`src/rtl/tmr_pin_ctrl.sv`:
```
module tmr_pin_ctrl #(
  parameter int SYNC_DEPTH = 2
) (
  input  logic        clk,
  input  logic        rst_n,
  input  logic [31:0] cfg_mode,
  input  logic        st_clr_en,
  input  logic [3:0]  st_clr_bits,
  output logic [31:0] st_rdata,
  input  logic        pin_i,
  output logic        pin_o,
  output logic        pin_oe,
  output logic        irq_o
);
  localparam logic [2:0] FN_CAPTURE = 3'd1;
  localparam logic [2:0] FN_GPIO    = 3'd4;
  localparam int         LVL_BIT    = SYNC_DEPTH - 1;

  logic [SYNC_DEPTH-1:0] sync_q;
  logic                  lvl_prev;
  logic                  evt_flag;

  wire [2:0] fn       = cfg_mode[2:0];
  wire [1:0] drv_fld  = cfg_mode[5:4];
  wire       open_drn = cfg_mode[9];
  wire       irq_en   = cfg_mode[8];
  wire [1:0] edge_sel = cfg_mode[17:16];

  wire lvl     = sync_q[LVL_BIT];
  wire rise    = lvl & ~lvl_prev;
  wire fall    = ~lvl & lvl_prev;
  wire cap_on  = ((fn == FN_CAPTURE) || (fn == FN_GPIO)) && (edge_sel != 2'b00);
  wire evt     = cap_on & ((edge_sel[0] & rise) | (edge_sel[1] & fall));
  wire clr_hit = st_clr_en & st_clr_bits[0];

  always_ff @(posedge clk) begin
    if (!rst_n) begin
      sync_q   <= '0;
      lvl_prev <= 1'b0;
      evt_flag <= 1'b0;
    end else begin
      sync_q   <= {sync_q[SYNC_DEPTH-2:0], pin_i};
      lvl_prev <= lvl;
      evt_flag <= evt | (evt_flag & ~clr_hit);
    end
  end

  wire drv_on  = (fn == FN_GPIO) && drv_fld[1] && !cap_on;
  wire drv_val = drv_fld[0];

  assign pin_oe   = drv_on & (open_drn ? ~drv_val : 1'b1);
  assign pin_o    = drv_on & drv_val & ~open_drn;
  assign irq_o    = evt_flag & irq_en;
  assign st_rdata = {23'd0, lvl, 7'd0, evt_flag};
endmodule

```
`config.mk`:
```
export PLATFORM = sky130hd
export DESIGN_NAME = tmr_pin_ctrl
export DESIGN_NICKNAME = d
export VERILOG_FILES = /design/src/rtl/tmr_pin_ctrl.sv
export SDC_FILE = /design/constraint.sdc
export NUM_CORES = 1
export LEC_CHECK = 0
export BUFFER_PORTS_ARGS = -buffer_cell sky130_fd_sc_hd__clkbuf_2
export CAP_MARGIN = 10
export CORE_MARGIN = 3
export CORE_UTILIZATION = 28
export CTS_CLUSTER_SIZE = 20
export DETAILED_ROUTE_END_ITERATION = 7
export PLACE_DENSITY_LB_ADDON = 0.15
export SLEW_MARGIN = 20
export SYNTH_ARGS = -nofsm -noshare
export SYNTH_HDL_FRONTEND = slang
export SYNTH_SLANG_ARGS = --single-unit
```
`constraint.sdc`:
```
create_clock -name clk -period 2.32 [get_ports clk]
set_input_delay 0.116 -clock clk [delete_from_list [all_inputs] [get_ports clk]]
set_output_delay 0.116 -clock clk [all_outputs]
set_load 0.01 [all_outputs]
```
# Word-level counts from Yosys, hierarchy flattened
# Cells that the tools add are included.
[word_totals]
output_inout_bits = 35
reg_bits = 4
in_bits = 40
[classes]
muxes = 1
n_bitwise = 18
n_eq_ne = 2
reduce_logical = 6
[ops]
columns = ["op", "count"]
rows = [
  ["$and 1x1->1", 11],
  ["$not 1->1", 5],
  ["$eq 3x1->1 const B", 1],
  ["$eq 3x3->1 const B", 1],
  ["$logic_and 1x1->1", 3],
  ["$or 1x1->1", 2],
  ["$reduce_bool 2->1", 1],
  ["$logic_not 1->1", 1],
  ["$logic_or 1x1->1", 1],
  ["$mux 1", 1],
]

# Longest topological paths before layout
# Gate-level depths: netlist of the first run.
[logic_depth]
ltp_word = 7
ltp_mapped = 3
mapped_depth_nobuf = 3

# Worst setup path before layout of the first run
# Ideal clock, no wire load.
[synth_path]
path_kind = "input -> output"
start = "input port cfg_mode[1]"
end = "output port pin_o"
path_buffers = 0
required_ns = 2.204
cell_stages = 3
t_arrival_ns = 0.736
slack_ns = 1.468
path_cell_list = "nor4b_2 > nand3b_1 > nor3b_2"
[synth_between]
elab_chain_cells = 7
elab_cells_between_ends = 9
[synth_rtl]
columns = ["element", "line", "source"]
rows = [
  ["start: declaration", "6", "input logic [31:0] cfg_mode,"],
  ["$eq 3x1->1 / $eq 3x3->1 (equally long branches)", "32, 48", ""],
  ["$logic_or 1x1->1", "32", "wire cap_on = ((fn == FN_CAPTURE) || (fn == FN_GPIO)) && (edge_sel != 2'b00);"],
  ["$logic_and 1x1->1", "32", ""],
  ["$logic_not 1->1", "48", "wire drv_on = (fn == FN_GPIO) && drv_fld[1] && !cap_on;"],
  ["$logic_and 1x1->1 *", "48", ""],
  ["$and 1x1->1 * (2 in series)", "52", "assign pin_o = drv_on & drv_val & ~open_drn;"],
  ["end: declaration", "11", "output logic pin_o,"],
]
# Every way passes the cells marked *; elsewhere a longest branch is shown, timed or not.

# Worst setup path after layout of the first run
# Same ends and word-level chain as after synthesis.

==> run_results.csv, run 1 <==
group,metric,value,unit
floorplan,core.rowCount,13,
floorplan,fp.dieArea,2060,sq um
critical_path,cp-endpoint,"pin_o",
critical_path,regToRegSetupSlack,1.46,ns
synthesis,top_count_cell_post_synth,"sky130_fd_sc_hd__buf_4",
clock_tree,post_cts_resize_count,0,
clock_tree,insertion_delay,0.23,ns
floorplan,initial_core_util,0.315,
synthesis,yosysTopAreaCellShare,0.552,
grt,overflow,0,
clock_tree,clkSinkCount,4,
cells_and_area,areaGrowthSynthToFinish,0,%
hold_path,worst_hold_path_type,"in2reg",
critical_path,crit_arrival,0.94,ns
cells_and_area,finalNetCount,112,
clock_tree,clockBufferDepth,2,
detailed_routing,drt_iter0_drc,0,
cells_and_area,regArea,80.1,sq um
clock_tree,cts_made_buffers,3,
synthesis,ys.flop_type,"sky130_fd_sc_hd__dfxtp_1",
place,hpwlAfterDp,576,um
place,place_congestion,0.610,
critical_path,endpoint_kind,"output port",
critical_path,critical_path.reg2reg.startpoint,"sync_q[1]$_SDFF_PN0_",
synthesis,synth.yosys.warnings,0,
synthesis,netlist_area,435,sq um
power,power.ir.vdd_worst,335,uV
synthesis,synthTopCellsByCount,"32 x sky130_fd_sc_hd__buf_4, 4 x sky130_fd_sc_hd__and2_1, 4 x sky130_fd_sc_hd__dfxtp_1, 2 x sky130_fd_sc_hd__nand2_1, 2 x sky130_fd_sc_hd__nand3b_1",
detailed_routing,drt-total-wl,615,um
critical_path,timing.critical_path.from,"cfg_mode[1]",
detailed_routing,routedWlPerCell,7.24,um
sta,maxSlewViolCount,0,
cells_and_area,nFillCells,159,
synthesis,ys_seq_elements,4,
clock_tree,clk_pin_slew,0.03,ns
grt,grtUsageTotal,0.0606,
critical_path,worst-r2r-cell-count,3,
synthesis,seq_area_frac_synth,0.184,
cells_and_area,area_taken_by_multi_input_logic_gates,224,sq um
detailed_routing,drc_errors,0,
sta,finClkSkew,0.00318,ns
critical_path,critical_path_peak_fanout,2,
synthesis,synth_top_cells_by_area,"sky130_fd_sc_hd__buf_4 55%, sky130_fd_sc_hd__dfxtp_1 18%, sky130_fd_sc_hd__and2_1 5.7%",
grt,antenna_found_initial,0,
sta,timing_hold_violations_final,0,
power,power_density,463,nW/um^2
run_status,status,"completed",
clock_tree,htree_num_levels,1,
clock_tree,tritoncts,"built",
detailed_routing,vias,289,
clock_tree,ctsHoldBuffers,0,
detailed_routing,drt_first_pass_iters,1,
flow_run,drv_cap,0,
sta,final_cycle_utilization_of_the_critical_path,0.456,
synthesis,number_of_flops_mapped_to_enable_cells_by_yosys,0,
place,port_buffers,18,
critical_path,worstReg2RegEnd,"evt_flag$_SDFF_PN0_",
grt,first_global_vias,210,
detailed_routing,drtAntennaViolNets,0,
clock_tree,clk_root_buffer_cell,"sky130_fd_sc_hd__clkbuf_4",
floorplan,io_pins,75,
synthesis,synth_top_area_cell,"sky130_fd_sc_hd__buf_4",
critical_path,crit_path_start_kind,"input pin",
cells_and_area,antenna_cells,0,
power,static_leak,0.251,nW
synthesis,yosys.cell_types.count,13,
sta,finalCriticalPeriod,1.06,ns
detailed_routing,avgViaCountPerCell,3.40,
synthesis,synthCells,52,
floorplan,die_x,45.4,um
synthesis,syn_avg_cell_area,8.37,sq um
sta,grt_setup_unrepaired,"false",
synthesis,async_flop_share,0,
sta,tns,0,ns
sta,finalWorstSetupSlack,1.26,ns
critical_path,critical_path_required,2.20,ns
clock_tree,post_cts_setup_buffer_count,0,
place,dpl_worst_slack,1.24,ns
sta,max_clock_freq,0.945,GHz
floorplan,floorplan.core_area,1380,sq um
floorplan,die_height,45.4,um
sta,setup_violations,0,
grt,grt_start_max_net_pins,6,
critical_path,critPathKind,"in2out",
cells_and_area,final_layout_size_suffix_gt1_frac,0.329,
grt,grt_first_pass_wirelength,848,um
==> per-stage QoR <==
| stage | utilization | instance area, sq um | total power [mW] | hold WS (ns) | cells |
|---|---|---|---|---|---|
| floorplan | - | 544 | 0.141 | 0.238 | 81 |
| global placement | 0.299 | 413 | 0.117 | 0.316 | 82 |
| detailed placement | 0.299 | 413 | 0.117 | 0.326 | 82 |
| CTS | 0.315 | 435 | 0.206 | 0.0847 | 85 |
| global route | 0.315 | 435 | 0.219 | 0.0902 | 85 |
| finish | 0.315 | 435 | 0.202 | 0.0887 | 85 |
==> critical path: stages <==
cell and delay, ns:
sky130_fd_sc_hd__clkbuf_2 0.10, sky130_fd_sc_hd__nor4b_2 0.27, sky130_fd_sc_hd__nand3b_1 0.13, sky130_fd_sc_hd__nor3b_2 0.18, sky130_fd_sc_hd__clkbuf_2 0.15
==> registers in the layout, summed over array words and instances, names as in the netlist <==
signal and count:
evt_flag 1, lvl_prev 1, sync_q 2
==> kinds of logic after synthesis <==
group           synth area share
buf+inv                    0.552
simple gates               0.190
flops                      0.184
compound gates            0.0460
xor+xnor                  0.0201
other cells              0.00861
==> layout by cell type (no fill, tap or decap) <==
| master | netlist | routed |
|---|---|---|
| sky130_fd_sc_hd__nand2_1 | 2 | 2 |
| sky130_fd_sc_hd__dfxtp_1 | 4 | 4 |
| sky130_fd_sc_hd__nor3b_2 | 1 | 1 |
| sky130_fd_sc_hd__clkbuf_4 | 0 | 3 |
| sky130_fd_sc_hd__clkbuf_2 | 0 | 18 |
| sky130_fd_sc_hd__and2_1 | 4 | 4 |
| sky130_fd_sc_hd__a32o_1 | 1 | 1 |
| sky130_fd_sc_hd__nand3b_1 | 2 | 2 |
| sky130_fd_sc_hd__o21ai_0 | 1 | 1 |
| sky130_fd_sc_hd__nor3b_1 | 1 | 1 |
| sky130_fd_sc_hd__nor4b_2 | 1 | 1 |
| sky130_fd_sc_hd__a21oi_1 | 1 | 1 |
| sky130_fd_sc_hd__conb_1 | 1 | 30 |
| sky130_fd_sc_hd__xnor2_1 | 1 | 1 |
==> metal layers <==
metal  up-vias  part of all wire  global-route usage
li1        142                 -                   -
met1       116              0.29              0.0668
met2        31              0.47              0.0864
met3         0              0.24              0.0514
met4         0                 0              0.0175
met5         -                 0                   0
==> how the worst min path moves through the flow <==
| stage | from | cells after the start | end |
|---|---|---|---|
| final | pin_i | 2 | sync_q[0]$_SDFF_PN0_ |
| after floorplan | pin_i | 1 | sync_q[0]$_SDFF_PN0_ |
| after global routing | pin_i | 2 | sync_q[0]$_SDFF_PN0_ |
| after global placement | pin_i | 2 | sync_q[0]$_SDFF_PN0_ |
| after detailed placement | pin_i | 2 | sync_q[0]$_SDFF_PN0_ |
| after CTS | pin_i | 2 | sync_q[0]$_SDFF_PN0_ |
==> area by class of cell <==
| class | count | area share |
|---|---|---|
| Clock buffer | 3 | 0.0517 |
| Sequential cell | 4 | 0.184 |
| Multi-Input combinational cell | 45 | 0.514 |
| Tap cell | 15 | 0.0431 |
| Timing Repair Buffer | 18 | 0.207 |
==> power breakdown <==
part	leakage, nW	switching, mW	internal [mW]
clock	0.0138	0.0267	0.0578
sequential	0.0328	0.00110	0.0716
combinational	0.204	0.0309	0.0135
Note: power is estimated with default switching activity, not from simulation.
==> run 2: changes to the inputs <==
- ABC_AREA: not set -> 1
- CORE_UTILIZATION: 28 -> 27
- clock period: 2.32 -> 1 ns (I/O delays scaled with it)
==> run_results.csv, run 2 <==
group,metric,value,unit
hold_path,hold_path_startpoint,"rst_n",
critical_path,timing.critical_path.from,"evt_flag$_SDFF_PN0_",
detailed_routing,highest_layer,"met3",
clock_tree,post_cts_setup_buffer_count,0,
detailed_routing,drc_errors,0,
flow_run,drv_cap,0,
critical_path,critical_path.reg2reg.startpoint,"sync_q[1]$_SDFF_PN0_",
place,place_congestion,0.655,
detailed_routing,wl_met2,389,um
cells_and_area,final_common_cell,"sky130_fd_sc_hd__conb_1",
cells_and_area,mostFrequentLayoutCells,"30 x sky130_fd_sc_hd__conb_1, 18 x sky130_fd_sc_hd__clkbuf_2, 13 x sky130_fd_sc_hd__nand2_1",
detailed_routing,drtAntennaViolNets,0,
detailed_routing,met3RoutedLength,84,um
detailed_routing,wl_met1,194,um
power,power.share.switching,0.308,
synthesis,top_count_cell_post_synth,"sky130_fd_sc_hd__buf_4",
sta,finalCriticalPeriod,0.837,ns
synthesis,synth_top_cells_by_area,"sky130_fd_sc_hd__buf_4 51%, sky130_fd_sc_hd__dfxtp_1 17%, sky130_fd_sc_hd__nand2_1 10%",
detailed_routing,drt_iter0_drc,1,
synthesis,synth_top_area_cell,"sky130_fd_sc_hd__buf_4",
sta,finClkSkew,0.000499,ns
cells_and_area,nFillCells,176,
sta,timing_hold_violations_final,0,
cells_and_area,final_core_utilization,0.304,
hold_path,min_to,"sync_q[1]$_SDFF_PN0_",
floorplan,floorplan.core_area,1580,sq um
cells_and_area,final_layout_size_suffix_gt1_frac,0.267,
synthesis,async_flop_share,0,
cells_and_area,max_flop_register,"sync_q",
grt,antenna_found_initial,0,
synthesis,synthTopCellsByCount,"32 x sky130_fd_sc_hd__buf_4, 13 x sky130_fd_sc_hd__nand2_1, 11 x sky130_fd_sc_hd__inv_1, 4 x sky130_fd_sc_hd__dfxtp_1, 3 x sky130_fd_sc_hd__nand3_1",
grt,first_global_vias,221,
synthesis,ys_seq_elements,4,
synthesis,seq_area_frac_synth,0.171,
clock_tree,clkSinkCount,4,
floorplan,fp.dieArea,2270,sq um
synthesis,synth.yosys.warnings,0,
critical_path,worst-r2r-cell-count,4,
synthesis,syn_avg_cell_area,6.59,sq um
place,hpwlAfterDp,629,um
grt,overflow,0,
power,cellInternalPower,0.332,mW
sta,max_clock_freq,1.19,GHz
power,power.ir.vdd_worst,639,uV
critical_path,critical_path_peak_fanout,3,
synthesis,number_of_flops_mapped_to_enable_cells_by_yosys,0,
critical_path,worstReg2RegEnd,"evt_flag$_SDFF_PN0_",
sta,final_cycle_utilization_of_the_critical_path,0.837,
critical_path,critical_path_required,0.95,ns
critical_path,endpoint_kind,"output port",
run_status,status,"completed",
grt,grt_start_max_net_pins,5,
sta,setup_violations,0,
place,port_buffers,18,
clock_tree,cts_made_buffers,3,
detailed_routing,avgViaCountPerCell,3.38,
critical_path,regToRegSetupSlack,0.22,ns
sta,tns,0,ns
clock_tree,ctsHoldBuffers,1,
cells_and_area,finalNetCount,132,
clock_tree,clockBufferDepth,2,
synthesis,netlist_area,468,sq um
detailed_routing,drt-total-wl,669,um
critical_path,crit_arrival,0.79,ns
hold_path,hold_path_depth,3,
power,power_density,1000,nW/um^2
sta,maxSlewViolCount,0,
clock_tree,insertion_delay,0.23,ns
clock_tree,clk_pin_slew,0.04,ns
power,power_frac_comb,0.235,
floorplan,die_height,47.6,um
critical_path,crit_path_start_kind,"flip-flop",
detailed_routing,routedWlPerCell,6.31,um
cells_and_area,layout_top_registers,"sync_q: 2 flops, evt_flag: 1 flops, lvl_prev: 1 flops",
synthesis,synthCells,71,
floorplan,io_pins,75,
floorplan,core.rowCount,14,
detailed_routing,vias,358,
floorplan,die_x,47.6,um
grt,grt_first_pass_wirelength,910,um
power,sequentialPowerShare,0.351,
clock_tree,post_cts_resize_count,0,
power,static_leak,0.335,nW
floorplan,initial_core_util,0.297,
synthesis,yosys.cell_types.count,12,
detailed_routing,drt_first_pass_iters,6,
clock_tree,clk_root_buffer_cell,"sky130_fd_sc_hd__clkbuf_4",
hold_path,worst_hold_path_type,"in2reg",
power,clockPowerShare,0.414,
cells_and_area,largest_register_ffs,2,
clock_tree,htree_num_levels,1,
grt,grtUsageTotal,0.0608,
sta,grt_setup_unrepaired,"false",
power,total_switching_power,0.148,mW
critical_path,critPathKind,"reg2out",
cells_and_area,areaGrowthSynthToFinish,2.41,%
synthesis,yosysTopAreaCellShare,0.513,
power,total_power,0.480,mW
cells_and_area,antenna_cells,0,
clock_tree,tritoncts,"built",
synthesis,ys.flop_type,"sky130_fd_sc_hd__dfxtp_1",
==> run 2: changes by cell type after synthesis, sizes merged, moves of 2 or more <==
cell    delta
nand2     +12
nor3b      -2
inv       +11
nor2       +3
nand3      +3
nand3b     -2
and2       -4
==> run 2: stage by stage <==
stage               instance area (sq um)  setup slack (ns)  instances  hold WS [ns]
finish                                479             0.163        106        0.0414
global route                          479             0.102        106        0.0651
CTS                                   479             0.139        106        0.0351
detailed placement                    447             0.172        102         0.233
global placement                      447             0.190        102         0.231
floorplan                             577             0.301        100         0.143
==> run 2: how the worst max path moves through the flow <==
stage | to | slack, ns | cells past startpoint
floorplan | evt_flag$_SDFF_PN0_ | 0.30 | 4
global placement | pin_o | 0.19 | 7
detailed placement | pin_o | 0.17 | 7
CTS | irq_o | 0.14 | 3
global route | irq_o | 0.10 | 3
finish | irq_o | 0.16 | 3
==> run 2: kinds of logic after synthesis <==
| logic type | share of synthesized area |
|---|---|
| buf+inv | 0.610 |
| compound gates | 0.0107 |
| simple gates | 0.201 |
| other cells | 0.00801 |
| flops | 0.171 |
==> run 2: power by group through the flow <==
stage | combinational, mW | sequential [mW] | clock, mW
global placement | 0.108 | 0.171 | 0
finish | 0.113 | 0.169 | 0.199
global route | 0.134 | 0.169 | 0.231
detailed placement | 0.108 | 0.171 | 0
CTS | 0.111 | 0.169 | 0.213
floorplan | 0.164 | 0.171 | 0
==> run 2: critical path, cell delays in order, from the launching register on <==
cell	delay, ns
sky130_fd_sc_hd__dfxtp_1	0.34
sky130_fd_sc_hd__nand2_1	0.05
sky130_fd_sc_hd__inv_1	0.04
sky130_fd_sc_hd__clkbuf_2	0.12
==> run 2: metal layers <==
metal / vias to the layer above / global-route usage
met5: - / 0
met2: 25 / 0.0936
met4: 0 / 0.0645
met3: 0 / 0.0263
met1: 150 / 0.0578
li1: 183 / -
==> run 2: area by class of cell <==
type / instances / area (sq um) / share of cell area
multi-input cells: 52 / 211 / 0.441
well taps: 16 / 20.0 / 0.0418
clock buffers: 3 / 22.5 / 0.0470
inverters: 12 / 45.0 / 0.0940
flip-flops and latches: 4 / 80.1 / 0.167
repair buffers: 19 / 100 / 0.209
==> run 3: changes to the inputs <==
- clock period: 1 -> 0.8 ns (I/O delays scaled with it)
==> run_results.csv, run 3 (synthesis results as in run 2) <==
group,metric,value,unit
critical_path,critical_path_required,0.76,ns
detailed_routing,drtAntennaViolNets,0,
cells_and_area,final_core_utilization,0.337,
floorplan,initial_core_util,0.297,
power,power_density,1200,nW/um^2
run_status,status,"finished with violations",
grt,antenna_found_initial,0,
detailed_routing,routedWlPerCell,7.18,um
place,port_buffers,18,
critical_path,worst-path-buf-inv,2,
power,static_leak,0.358,nW
floorplan,core.rowCount,14,
floorplan,die_x,47.6,um
detailed_routing,drc_errors,0,
critical_path,critical_path_peak_fanout,3,
critical_path,crit_arrival,0.77,ns
sta,max_clock_freq,1.24,GHz
floorplan,floorplan.core_area,1580,sq um
floorplan,fp.dieArea,2270,sq um
sta,finalWorstSetupSlack,-0.00831,ns
cells_and_area,antenna_cells,0,
hold_path,hold_path_depth,3,
sta,grt_setup_unrepaired,"true",
clock_tree,htree_num_levels,1,
critical_path,regToRegSetupSlack,0.03,ns
hold_path,worst_hold_path_type,"in2reg",
critical_path,crit_path_max_cell_delay,0.33,ns
sta,finalCriticalPeriod,0.808,ns
clock_tree,clkSinkCount,4,
cells_and_area,final_layout_size_suffix_gt1_frac,0.367,
sta,final_cycle_utilization_of_the_critical_path,1.01,
detailed_routing,avgViaCountPerCell,3.42,
cells_and_area,areaGrowthSynthToFinish,13.6,%
clock_tree,clockBufferDepth,2,
clock_tree,clk_root_buffer_cell,"sky130_fd_sc_hd__clkbuf_4",
cells_and_area,final_common_cell,"sky130_fd_sc_hd__conb_1",
critical_path,crit_path_start_kind,"flip-flop",
run_status,failed_checks,"setup timing",
detailed_routing,drt_first_pass_iters,1,
critical_path,worst_path_dominant_cell_family,"flip-flops",
detailed_routing,drt_iter0_drc,0,
critical_path,path_cells,"nand2_1 -> inv_1 -> buf_2",
place,detailed_place.area,454,sq um
grt,first_global_vias,276,
critical_path,worst-r2r-cell-count,5,
cells_and_area,max_flop_register,"sync_q",
cells_and_area,mostFrequentLayoutCells,"30 x sky130_fd_sc_hd__conb_1, 12 x sky130_fd_sc_hd__clkbuf_2, 11 x sky130_fd_sc_hd__nand2_1",
cells_and_area,finalInstanceArea,532,sq um
place,hpwlAfterDp,638,um
clock_tree,clk_pin_slew,0.04,ns
sta,setup_violations,1,
clock_tree,post_cts_setup_buffer_count,0,
place,place_congestion,0.625,
grt,grt_start_max_net_pins,5,
critical_path,critPathKind,"reg2out",
cells_and_area,layout_top_registers,"sync_q: 2 flops, evt_flag: 1 flops, lvl_prev: 1 flops",
grt,overflow,0,
critical_path,crit_cells,3,
sta,finClkSkew,0.00801,ns
power,total_power,0.639,mW
detailed_routing,vias,363,
sta,maxSlewViolCount,0,
hold_path,hold_path_startpoint,"rst_n",
critical_path,critical_path.reg2reg.startpoint,"sync_q[1]$_SDFF_PN0_",
critical_path,endpoint_kind,"output port",
grt,grtUsageTotal,0.0661,
floorplan,io_pins,75,
detailed_routing,drt-total-wl,761,um
critical_path,critPathSlowestCell,"sky130_fd_sc_hd__dfxtp_2",
cells_and_area,largest_register_ffs,2,
sta,timing_hold_violations_final,0,
floorplan,die_height,47.6,um
grt,grt_first_pass_wirelength,1040,um
critical_path,worstReg2RegEnd,"evt_flag$_SDFF_PN0_",
power,power.ir.vdd_worst,739,uV
flow_run,drv_cap,0,
cells_and_area,finalNetCount,132,
clock_tree,insertion_delay,0.24,ns
clock_tree,cts_made_buffers,3,
hold_path,min_to,"lvl_prev$_SDFF_PN0_",
clock_tree,tritoncts,"built",
-- run 3: metal layers --
metal / part of all wire / track usage / up-vias
met4: 0 / 0.0161 / 0
met2: 0.55 / 0.110 / 27
li1: - / - / 184
met1: 0.32 / 0.0689 / 152
met3: 0.13 / 0.0451 / 0
met5: 0 / 0 / -
-- run 3: worst max path at each step --
stage                              start                   to  slack, ns
floorplan           sync_q[1]$_SDFF_PN0_  evt_flag$_SDFF_PN0_       0.10
global placement            cfg_mode[16]                pin_o       0.01
detailed placement           cfg_mode[0]                pin_o       0.02
CTS                  evt_flag$_SDFF_PN0_                irq_o      -0.03
global route                 cfg_mode[1]                pin_o      -0.06
finish               evt_flag$_SDFF_PN0_                irq_o     -0.008
-- run 3: report_power, final --
part           switching [mW]  leakage [nW]  internal (mW)
Clock                  0.0901        0.0138          0.168
Sequential            0.00383        0.0337          0.208
Combinational           0.113         0.311         0.0564
-- run 3: what timing repair did --
action	in CTS	in global routing
endpoints found under the setup margin	2	4
pin swaps	0	7
hold buffers	1	0
gates resized for setup	2	20
hold endpoints to repair	1	0
-- run 3: worst min-delay path, cell delays in order --
cell	delay, ns
sky130_fd_sc_hd__clkbuf_2	0.11
sky130_fd_sc_hd__nand2_1	0.05
sky130_fd_sc_hd__inv_1	0.04
-- run 3: layout make-up --
class,instances,area (sq um)
inverters,12,47.5
flip-flops and latches,4,82.6
repair buffers,19,123
well taps,16,20.0
fillers,184,1040
multi-input cells,52,236
clock buffers,3,22.5
-- run 3: metrics by stage --
stage,setup TNS [ns],setup slack (ns),hold slack [ns],std cells
floorplan,0,0.101,0.133,100
global placement,0,0.0100,0.220,103
detailed placement,0,0.0167,0.232,103
CTS,-0.0262,-0.0262,0.0223,106
global route,-0.184,-0.0620,0.0529,106
finish,-0.00831,-0.00831,0.0266,106
